--- config.mk ---
export PLATFORM = sky130hd
export DESIGN_NAME = sysctl_regbank
export DESIGN_NICKNAME = d
export VERILOG_FILES = /design/src/rtl/sysctl_pkg.sv /design/src/rtl/sysctl_decode.sv /design/src/rtl/sysctl_cfgstore.sv /design/src/rtl/sysctl_lockstat.sv /design/src/rtl/sysctl_regbank.sv
export SDC_FILE = /design/constraint.sdc
export NUM_CORES = 1
export LEC_CHECK = 0
export CAP_MARGIN = 15
export CORE_MARGIN = 5
export CORE_UTILIZATION = 30
export CTS_CLUSTER_DIAMETER = 200
export DETAILED_ROUTE_END_ITERATION = 16
export GPL_TIMING_DRIVEN = 0
export SYNTH_ARGS = -nofsm -noshare
export SYNTH_HDL_FRONTEND = slang
export SYNTH_SLANG_ARGS = --single-unit
--- constraint.sdc ---
create_clock -name clk -period 2.1 [get_ports clk]
set_clock_uncertainty 0.05 [all_clocks]
set_input_delay 0.42 -clock clk [delete_from_list [all_inputs] [get_ports clk]]
set_output_delay 0.42 -clock clk [all_outputs]
set_load 0.02 [all_outputs]
--- src/rtl/sysctl_pkg.sv ---
package sysctl_pkg;

    localparam int WORD_W  = 32;
    localparam int ADDR_W  = 12;
    localparam int WIDX_W  = ADDR_W - 2;
    localparam int NSLOT   = 8;
    localparam int FIELD_W = 8;

    localparam logic [WIDX_W-1:0] WIDX_LOCK  = 10'h040;
    localparam logic [WIDX_W-1:0] WIDX_AUXID = 10'h3FE;
    localparam logic [WIDX_W-1:0] WIDX_IDENT = 10'h3FF;

    // Values 0..7 must equal the slot number: the storage uses sel_e'(k).
    typedef enum logic [3:0] {
        SEL_CFG0  = 4'd0,
        SEL_CFG1  = 4'd1,
        SEL_CFG2  = 4'd2,
        SEL_CFG3  = 4'd3,
        SEL_CFG4  = 4'd4,
        SEL_CFG5  = 4'd5,
        SEL_CFG6  = 4'd6,
        SEL_CFG7  = 4'd7,
        SEL_LOCK  = 4'd8,
        SEL_AUXID = 4'd9,
        SEL_IDENT = 4'd10,
        SEL_NONE  = 4'd15
    } sel_e;

    function automatic sel_e widx_to_sel(input logic [WIDX_W-1:0] widx);
        sel_e s;
        if (widx < WIDX_W'(NSLOT)) s = sel_e'(widx[3:0]);
        else if (widx == WIDX_LOCK) s = SEL_LOCK;
        else if (widx == WIDX_AUXID) s = SEL_AUXID;
        else if (widx == WIDX_IDENT) s = SEL_IDENT;
        else s = SEL_NONE;
        return s;
    endfunction

endpackage

--- src/rtl/sysctl_decode.sv ---
module sysctl_decode
    import sysctl_pkg::*;
#(
    parameter bit IN_FAMILY = 1'b1,
    parameter bit HAS_REG6  = 1'b1,
    parameter bit HAS_REG7  = 1'b0
) (
    input  logic [ADDR_W-1:0] addr_i,
    output sel_e              sel_o
);

    sel_e raw;
    logic unused_lsb;

    assign unused_lsb = ^addr_i[1:0];

    always_comb begin
        raw   = widx_to_sel(addr_i[ADDR_W-1:2]);
        sel_o = raw;
        unique case (raw)
            SEL_CFG2, SEL_CFG5: if (!IN_FAMILY) sel_o = SEL_NONE;
            SEL_CFG3:           if (IN_FAMILY)  sel_o = SEL_NONE;
            SEL_CFG6:           if (!HAS_REG6)  sel_o = SEL_NONE;
            SEL_CFG7:           if (!HAS_REG7)  sel_o = SEL_NONE;
            default:            sel_o = raw;
        endcase
    end

endmodule

--- src/rtl/sysctl_cfgstore.sv ---
module sysctl_cfgstore
    import sysctl_pkg::*;
#(
    parameter logic [WORD_W-1:0] REG0_RST  = '0,
    parameter int                NUM_LEDS  = 8,
    parameter bit                IN_FAMILY = 1'b1,
    parameter bit                HAS_REG6  = 1'b1,
    parameter bit                HAS_REG7  = 1'b0,
    parameter bit                SIDE_OUTS = 1'b1
) (
    input  logic                          clk,
    input  logic                          rst_n,
    input  logic                          wr_en_i,
    input  sel_e                          sel_i,
    input  logic [WORD_W-1:0]             wdata_i,
    output logic [NSLOT-1:0][WORD_W-1:0]  cfg_o,
    output logic                          remap_o,
    output logic [NUM_LEDS-1:0]           led_o
);

    for (genvar k = 0; k < NSLOT; k++) begin : g_slot
        localparam bit KEEP = (k < 2)
                           || (((k == 2) || (k == 5)) && IN_FAMILY)
                           || ((k == 6) && HAS_REG6)
                           || ((k == 7) && HAS_REG7);
        localparam logic [WORD_W-1:0] RST_VAL = (k == 0) ? REG0_RST : '0;

        if (KEEP) begin : g_store
            logic wr_k;
            assign wr_k = wr_en_i && (sel_i == sel_e'(k));
            always_ff @(posedge clk or negedge rst_n) begin
                if (!rst_n)     cfg_o[k] <= RST_VAL;
                else if (wr_k) cfg_o[k] <= wdata_i;
            end
        end else begin : g_absent
            assign cfg_o[k] = '0;
        end
    end

    if (SIDE_OUTS) begin : g_side
        assign remap_o = cfg_o[0][0];
        assign led_o   = cfg_o[1][NUM_LEDS-1:0];

        AST_REMAP_TRACK: assert property (@(posedge clk) disable iff (!rst_n)
            (wr_en_i && sel_i == SEL_CFG0) |=> (remap_o == $past(wdata_i[0])))
            else $error("remap does not follow slot 0 bit 0");

        AST_LED_HOLD: assert property (@(posedge clk) disable iff (!rst_n)
            !(wr_en_i && sel_i == SEL_CFG1) |=> $stable(led_o))
            else $error("LEDs changed without a slot 1 write");
    end else begin : g_noside
        assign remap_o = 1'b0;
        assign led_o   = '0;
    end

endmodule

--- src/rtl/sysctl_lockstat.sv ---
module sysctl_lockstat
    import sysctl_pkg::*;
#(
    parameter int NUM_LOOPS = 8
) (
    input  logic                 clk,
    input  logic                 rst_n,
    input  logic                 wr_en_i,
    input  logic [NUM_LOOPS-1:0] mask_wdata_i,
    input  logic [NUM_LOOPS-1:0] lock_i,
    output logic [WORD_W-1:0]    word_o
);

    localparam int PAD = FIELD_W - NUM_LOOPS;

    logic [NUM_LOOPS-1:0] mask_q;
    logic [FIELD_W-1:0]   mask_f;
    logic [FIELD_W-1:0]   flag_f;
    logic                 all_locked;

    always_ff @(posedge clk or negedge rst_n) begin
        if (!rst_n)       mask_q <= '1;
        else if (wr_en_i) mask_q <= mask_wdata_i;
    end

    if (PAD > 0) begin : g_pad
        assign mask_f = {{PAD{1'b1}}, mask_q};
        assign flag_f = {{PAD{1'b1}}, lock_i};
    end else begin : g_full
        assign mask_f = mask_q;
        assign flag_f = lock_i;
    end

    assign all_locked = &(lock_i | ~mask_q);
    assign word_o     = {mask_f, flag_f, 15'b0, all_locked};

    AST_MASK_LOAD: assert property (@(posedge clk) disable iff (!rst_n)
        wr_en_i |=> (word_o[31:24] == FIELD_W'({{PAD{1'b1}}, $past(mask_wdata_i)})))
        else $error("lock mask not loaded");

    AST_ALL_LOCKED: assert property (@(posedge clk) disable iff (!rst_n)
        (&lock_i) |-> word_o[0])
        else $error("summary low while every loop locked");

endmodule

--- src/rtl/sysctl_regbank.sv ---
module sysctl_regbank
    import sysctl_pkg::*;
#(
    parameter logic [31:0] ID_VALUE    = 32'h4110_13A1,
    parameter logic [31:0] AUXID_VALUE = 32'hA1D0_000A,
    parameter logic [31:0] REG4_VALUE  = 32'h0000_4A4A,
    parameter logic [31:0] REG0_RST    = 32'h0000_0001,
    parameter logic [7:0]  PART_A      = 8'h3A,
    parameter logic [7:0]  PART_B      = 8'h4C,
    parameter logic [7:0]  PART_C      = 8'h5E,
    parameter int          NUM_LEDS    = 8,
    parameter int          NUM_LOOPS   = 8
) (
    input  logic                 clk,
    input  logic                 rst_n,
    input  logic                 rd_stb_i,
    input  logic                 wr_stb_i,
    input  logic [11:0]          addr_i,
    input  logic [31:0]          wdata_i,
    output logic [31:0]          rdata_o,
    input  logic [NUM_LOOPS-1:0] lock_i,
    output logic                 remap_o,
    output logic [NUM_LEDS-1:0]  led_o
);

    localparam logic [7:0] PART      = ID_VALUE[11:4];
    localparam bit         IN_FAMILY = (PART == PART_A) || (PART == PART_B) || (PART == PART_C);
    localparam bit         HAS_REG6  = (PART == PART_A) || (PART == PART_C);
    localparam bit         HAS_REG7  = (PART == PART_C);
    localparam bit         SIDE_OUTS = (PART != PART_C);

    sel_e                         sel;
    logic [NSLOT-1:0][WORD_W-1:0] cfg_q;
    logic [WORD_W-1:0]            lock_word;
    logic [WORD_W-1:0]            rd_word;

    sysctl_decode #(
        .IN_FAMILY (IN_FAMILY),
        .HAS_REG6  (HAS_REG6),
        .HAS_REG7  (HAS_REG7)
    ) u_decode (
        .addr_i (addr_i),
        .sel_o  (sel)
    );

    sysctl_cfgstore #(
        .REG0_RST  (REG0_RST),
        .NUM_LEDS  (NUM_LEDS),
        .IN_FAMILY (IN_FAMILY),
        .HAS_REG6  (HAS_REG6),
        .HAS_REG7  (HAS_REG7),
        .SIDE_OUTS (SIDE_OUTS)
    ) u_cfgstore (
        .clk     (clk),
        .rst_n   (rst_n),
        .wr_en_i (wr_stb_i),
        .sel_i   (sel),
        .wdata_i (wdata_i),
        .cfg_o   (cfg_q),
        .remap_o (remap_o),
        .led_o   (led_o)
    );

    sysctl_lockstat #(
        .NUM_LOOPS (NUM_LOOPS)
    ) u_lockstat (
        .clk          (clk),
        .rst_n        (rst_n),
        .wr_en_i      (wr_stb_i && (sel == SEL_LOCK)),
        .mask_wdata_i (wdata_i[24 +: NUM_LOOPS]),
        .lock_i       (lock_i),
        .word_o       (lock_word)
    );

    always_comb begin
        unique case (sel)
            SEL_CFG0:  rd_word = cfg_q[0];
            SEL_CFG1:  rd_word = cfg_q[1];
            SEL_CFG2:  rd_word = cfg_q[2];
            SEL_CFG3:  rd_word = '0;
            SEL_CFG4:  rd_word = REG4_VALUE;
            SEL_CFG5:  rd_word = cfg_q[5];
            SEL_CFG6:  rd_word = cfg_q[6];
            SEL_CFG7:  rd_word = cfg_q[7];
            SEL_LOCK:  rd_word = lock_word;
            SEL_AUXID: rd_word = AUXID_VALUE;
            SEL_IDENT: rd_word = ID_VALUE;
            default:   rd_word = '0;
        endcase
    end

    always_ff @(posedge clk or negedge rst_n) begin
        if (!rst_n)        rdata_o <= '0;
        else if (rd_stb_i) rdata_o <= rd_word;
    end

    AST_STROBE_EXCL: assert property (@(posedge clk) disable iff (!rst_n)
        !(rd_stb_i && wr_stb_i))
        else $error("read and write strobes together");

    AST_RDATA_HOLD: assert property (@(posedge clk) disable iff (!rst_n)
        !rd_stb_i |=> $stable(rdata_o))
        else $error("read data moved without a read");

    AST_UNMAPPED_ZERO: assert property (@(posedge clk) disable iff (!rst_n)
        (rd_stb_i && sel == SEL_NONE) |=> (rdata_o == '0))
        else $error("absent offset returned data");

    AST_IDENT_READ: assert property (@(posedge clk) disable iff (!rst_n)
        (rd_stb_i && sel == SEL_IDENT) |=> (rdata_o == ID_VALUE))
        else $error("identification word wrong");

endmodule

; ---- Word level (Yosys, flattened, before mapping)
; Cells that the tools add are included.
[classes]
n_lt_le_gt_ge = 1
n_eq_ne = 13
mux = 6
bitwise_logic = 2
reduce_logical = 9
[ops]
columns = op, n
row1 = $pmux W32 S9, 1
row2 = $eq A10 B10 Y1 const B, 2
row3 = $eq A4 B3 Y1 const B, 4
row4 = $mux W4, 4
row5 = $eq A4 B4 Y1 const B, 3
row6 = $eq A10 B7 Y1 const B, 1
row7 = $lt A10 B4 Y1 const B, 1
row8 = $eq A4 B2 Y1 const B, 2
row9 = $not A8 Y8, 1
row10 = $or A8 B8 Y8, 1
row11 = $reduce_and A8 Y1, 1
row12 = $logic_and A1 B1 Y1, 6
row13 = $eq A4 B1 Y1 const B, 1
row14 = $logic_not A4 Y1, 1
row15 = $mux W3, 1
row16 = $reduce_or A2 Y1, 1
[word_totals]
reg_bits = 200
inputBits = 56
out_inout_bits = 41

; ---- Depth between registers and ports, before layout
[logic_depth]
word_depth = 10
depth_mapped = 8

; ---- By module
; Synthesis repeated with hierarchy kept, for this count alone.
[unflattened]
hier_cells = 934
hier_area_um2 = 10899.2
[by_module_without_submodules]
columns = mod, instances, cells_per_inst, area_each_um2, seq_area_each_um2
row1 = sysctl_cfgstore, 1, 449, 6805.3, 4005.1
row2 = sysctl_regbank, 1, 405, 3437.0, 800.8
row3 = sysctl_lockstat, 1, 63, 546.8, 210.2
row4 = sysctl_decode, 1, 17, 110.1, 0.0

; ---- Worst setup path before layout
; Ideal clock, no wire load.
[synth_timing]
path_type = input port to flip-flop
start = input port addr_i[9]
end = register rdata_o[22]
setup_ns = 0.131
t_arrival_ns = 1.934
t_required_ns = 1.919
setup_slack_ns = -0.014
stages = 6
n_path_buf = 2
path_cell_list = or4_4 -> or3_1 -> buf_6 -> o221ai_4 -> buf_6 -> o2bb2ai_1
[synth_via]
elab_chain_cells = 10
[synth_rtl]
columns = element, line
row1 = start: declaration, sysctl_regbank.sv:18  ; input logic [11:0] addr_i,
row2 = $eq A10 B10 Y1, sysctl_pkg.sv:34  ; else if (widx == WIDX_IDENT) s = SEL_IDENT;
row3 = $mux W3, sysctl_pkg.sv:34
row4 = $mux W4, sysctl_pkg.sv:33  ; else if (widx == WIDX_AUXID) s = SEL_AUXID;
row5 = $mux W4, sysctl_pkg.sv:32  ; else if (widx == WIDX_LOCK) s = SEL_LOCK;
row6 = $mux W4 (*), sysctl_pkg.sv:31  ; if (widx < WIDX_W'(NSLOT)) s = sel_e'(widx[3:0]);
row7 = $eq A4 B2 Y1 / $eq A4 B3 Y1 (equally long branches), sysctl_decode.sv:20  ; unique case (raw)
row8 = $reduce_or A2 Y1 (no line), --
row9 = $mux W4 (*), --
row10 = "$eq A4 B4 Y1, or another cell as far along", sysctl_regbank.sv:76  ; unique case (sel)
row11 = $pmux W32 S9 (*), sysctl_regbank.sv:76
row12 = end signal: assignment, sysctl_regbank.sv:94  ; else if (rd_stb_i) rdata_o <= rd_word;
row13 = end: declaration, sysctl_regbank.sv:20  ; output logic [31:0] rdata_o,
; Every way passes the cells marked *; elsewhere a longest branch is shown, timed or not.
; A chain may end at the register's enable or synchronous reset.

; ---- Worst setup path in the final report
[layout_timing]
start = input port addr_i[7]
end = register u_cfgstore.cfg_o[25] in the netlist's numbering
[layout_via]
elab_chain_cells = 10
[layout_rtl]
columns = element, line
row1 = $eq A10 B10 Y1, sysctl_pkg.sv:34
row2 = $mux W3, sysctl_pkg.sv:34
row3 = $mux W4, sysctl_pkg.sv:33
row4 = $mux W4, sysctl_pkg.sv:32
row5 = $mux W4 (*), sysctl_pkg.sv:31
row6 = $eq A4 B2 Y1 / $eq A4 B3 Y1 (equally long branches), sysctl_decode.sv:20
row7 = $reduce_or A2 Y1 (no line), --
row8 = $mux W4 (*), --
row9 = $logic_not A4 Y1 (*), sysctl_cfgstore.sv:30  ; assign wr_k = wr_en_i && (sel_i == sel_e'(k));
row10 = $logic_and A1 B1 Y1 (*), sysctl_cfgstore.sv:30
row11 = end signal: indexed assignment, sysctl_cfgstore.sv:33  ; else if (wr_k) cfg_o[k] <= wdata_i;
row12 = end: declaration, sysctl_cfgstore.sv:16  ; output logic [NSLOT-1:0][WORD_W-1:0] cfg_o,
; Marks and branches as above.

==> impl_metrics.ini <==
[yosys]
synth_top_area_cell = dfrtp_1
synth_top_cell_area_share_pct = 51.8
synthArstFlopShare_pct = 100
syn-num-nets = 728
netlist_instances = 672
yosysWarnings = 0
synth_commonest_cells = dfrtp_1, mux2_2, o2bb2ai_1, mux2_4
yosysSeqAreaShare_pct = 54.4
synth_edf_count = 0
synth_seq_cells = 200
synth_ff_type = dfrtp_1
synth_area_um2 = 9230
synth_cell_types = 59
synthTopCellsByArea = dfrtp_1, mux2_2, mux2_4
yosysMostFrequentCell = dfrtp_1
syn_avg_cell_area_um2 = 13.7

[timing]
finalSetupViolCount = 0
relSlewSlack_pct = 55.8
drv_slew = 0
finalHoldViolCount = 0
fmax_mhz = 493
timing.final.crit_share_pct = 96.6
worst_slack_ps = 71.9
tightest_slew_ps = 663
min_period_ps = 2030

[worst_setup_path]
regToRegEndpoint = rdata_o[12]$_DFFE_PN0P_
required_ps = 2370
endpoint_kind = flip-flop
crit_fanout = 7
cp.arrival_ps = 2300
rrSetupSlack_ps = 620
crit_type = in -> reg
reg2regPathDepth = 5
crit_path_start_kind = input port
crit-reg2reg-launch = u_cfgstore.cfg_o[76]$_DFFE_PN0P_

[cells_and_area]
drive_above_1_share_pct = 39.5
seqCellArea_um2 = 5020
n_antenna_cell = 0
fill_cells = 2847
nNetsFinal = 874
area.growth.synth_to_final_pct = 29.5
fin_area_um2 = 11900
multiInputGateArea_um2 = 4020

[die]
io_pins = 97
fp-row-count = 64
die_x_um = 185
die_y_um = 185
die_area_um2 = 34400
coreArea_um2 = 30500
initial_core_util_pct = 30.2

[power_and_ir_drop]
power.total_uw = 7630
p_int_uw = 5780
p_per_area_nw_per_um2 = 639
clockPowerShare_pct = 42.0
seq_power_share_pct = 51.5
ir_drop_mv = 0.575
p_comb_share_pct = 6.6
power.leakage_uw = 0.00555
switching_share_pct = 24.3
p_switching_uw = 1850

[placed_design]
gp_routability_congestion = 0.827
preCtsSetupSlack_ps = -1320
port_buffers = 94
place_area_um2 = 10700
hpwl_mm = 18.5

[global_route]
grt_antenna_before_repair = 0
gr-total-overflow = 0
grt_pass1_wl_mm = 42.8
grt_usage_pct = 16.5
grt_pass1_vias = 6843
grt_start_max_net_pins = 83

[route]
viasPerCell = 5.28
routed_wl_mm = 28.1
firstDrtPassIters = 5
drtIter0Drc = 667
wire_per_inst_um = 22.9
num_vias = 6477
postRouteAntennaNets = 0
drc = 0

[clock_tree]
clockRootBuffer = clkbuf_16
htree_levels = 4
cts_made_buffers = 17
cts_tree = yes
clock_latency_ps = 440
cts_max_path_buffers = 2
clkTransAtPathRegs_ps = 70
cts_sinks = 200

[worst_hold_path]
hold_path.class = in -> async

[run_status]
status = completed

[job]
max-cap-violations = 0
==> worst max-delay path: stages <==
cell,delay [ps]
buf_2,130
or4_4,610
nor3_4,320
nand3_4,250
clkbuf_16,280
mux2_4,290
==> area by class of cell <==
cell class	instances	share of cell area, %
Buffer	48	3.85
Clock buffer	23	4.09
Clock inverter	9	0.681
Inverter	13	0.450
Multi-Input combinational cell	408	33.7
Sequential cell	200	42.0
Tap cell	396	4.15
Timing Repair Buffer	130	11.1
==> layer usage <==
metal,global-route usage (%),up-vias,routed length [um]
li1,-,2835,-
met2,25.6,214,13000
met3,3.30,39,1630
met1,23.2,3389,12900
met5,0,-,0
met4,5.61,0,608
==> state kept, by name, indices dropped and copies added (netlist names) <==
signal             cells
rdata_o               32
u_lockstat.mask_f      8
u_cfgstore.cfg_o     160
==> logic make-up (layout without fill, tap and decap cells) <==
family,count (synthesis),after routing,synth area share (%)
flops,200,200,54.4
mux,194,194,24.6
compound gates,135,135,11.6
simple gates,79,79,5.56
buf+inv,64,223,3.81
==> timing repair <==
action	4_1_cts	5_1_grt
gates cloned	5	1
setup buffers	28	0
pin swaps	12	3
endpoints found under the hold margin	41	0
resized for setup	113	13
hold buffers	1	0
endpoints found under the setup margin	201	137
==> power by group through the flow <==
stage	Clock, uW	Combinational [uW]	Sequential [uW]
detailed placement	0	471	4000
floorplan	0	151	3990
global route	3410	538	3930
CTS	3260	502	3930
global placement	0	454	4000
finish	3200	501	3930
==> stage by stage <==
| step | std cells | hold slack (ps) | utilization (%) | TNS (ps) |
|---|---|---|---|---|
| final | 1227 | 404 | 39.2 | 0 |
| after global routing | 1227 | 427 | 39.2 | -0.214 |
| after detailed placement | 1164 | 283 | 35.2 | -196960 |
| after floorplan | 672 | 74.4 | - | 0 |
| after global placement | 1162 | 417 | 35.0 | -1781000 |
| after CTS | 1227 | 412 | 39.1 | 0 |
==> worst max path at each step <==
stage	startpoint	end	slack (ps)	cells past startpoint
3_5_place_dp	addr_i[2]	rdata_o[12]$_DFFE_PN0P_	-1320	7
4_1_cts	addr_i[6]	u_cfgstore.cfg_o[22]$_DFFE_PN0P_	8	7
3_3_place_gp	rst_n	u_cfgstore.cfg_o[58]$_DFFE_PN0P_	-8070	1
2_1_floorplan	addr_i[9]	u_cfgstore.cfg_o[10]$_DFFE_PN0P_	1	5
6_report	addr_i[7]	u_cfgstore.cfg_o[25]$_DFFE_PN0P_	70	6
5_1_grt	rd_stb_i	rdata_o[23]$_DFFE_PN0P_	-0.2	6
==> placed cells by master (no fill, tap or decap), types with 5 or more instances in the layout <==
| master | synthesis | layout |
|---|---|---|
| inv_1 | 12 | 11 |
| a22o_1 | 20 | 20 |
| buf_6 | 6 | 8 |
| buf_4 | 12 | 44 |
| mux2_1 | 6 | 5 |
| nor3_1 | 9 | 8 |
| nand2_1 | 9 | 8 |
| a21oi_1 | 6 | 5 |
| nor2_1 | 12 | 11 |
| dlygate4sd2_1 | 0 | 6 |
| a221oi_1 | 14 | 12 |
| buf_12 | 0 | 6 |
| nand3_1 | 7 | 6 |
| dfrtp_1 | 191 | 191 |
| nor3_4 | 2 | 5 |
| mux2_2 | 137 | 137 |
| a22oi_1 | 21 | 21 |
| o22ai_1 | 7 | 7 |
| clkdlybuf4s50_1 | 0 | 81 |
| and3_1 | 6 | 5 |
| clkbuf_16 | 0 | 18 |
| o21ai_0 | 13 | 13 |
| o2bb2ai_1 | 31 | 31 |
| dfstp_2 | 9 | 9 |
| clkbuf_2 | 1 | 11 |
| mux2_4 | 30 | 31 |
| mux2i_1 | 21 | 21 |
| clkbuf_8 | 0 | 7 |
No activity file was read; power rests on OpenSTA's default activity.
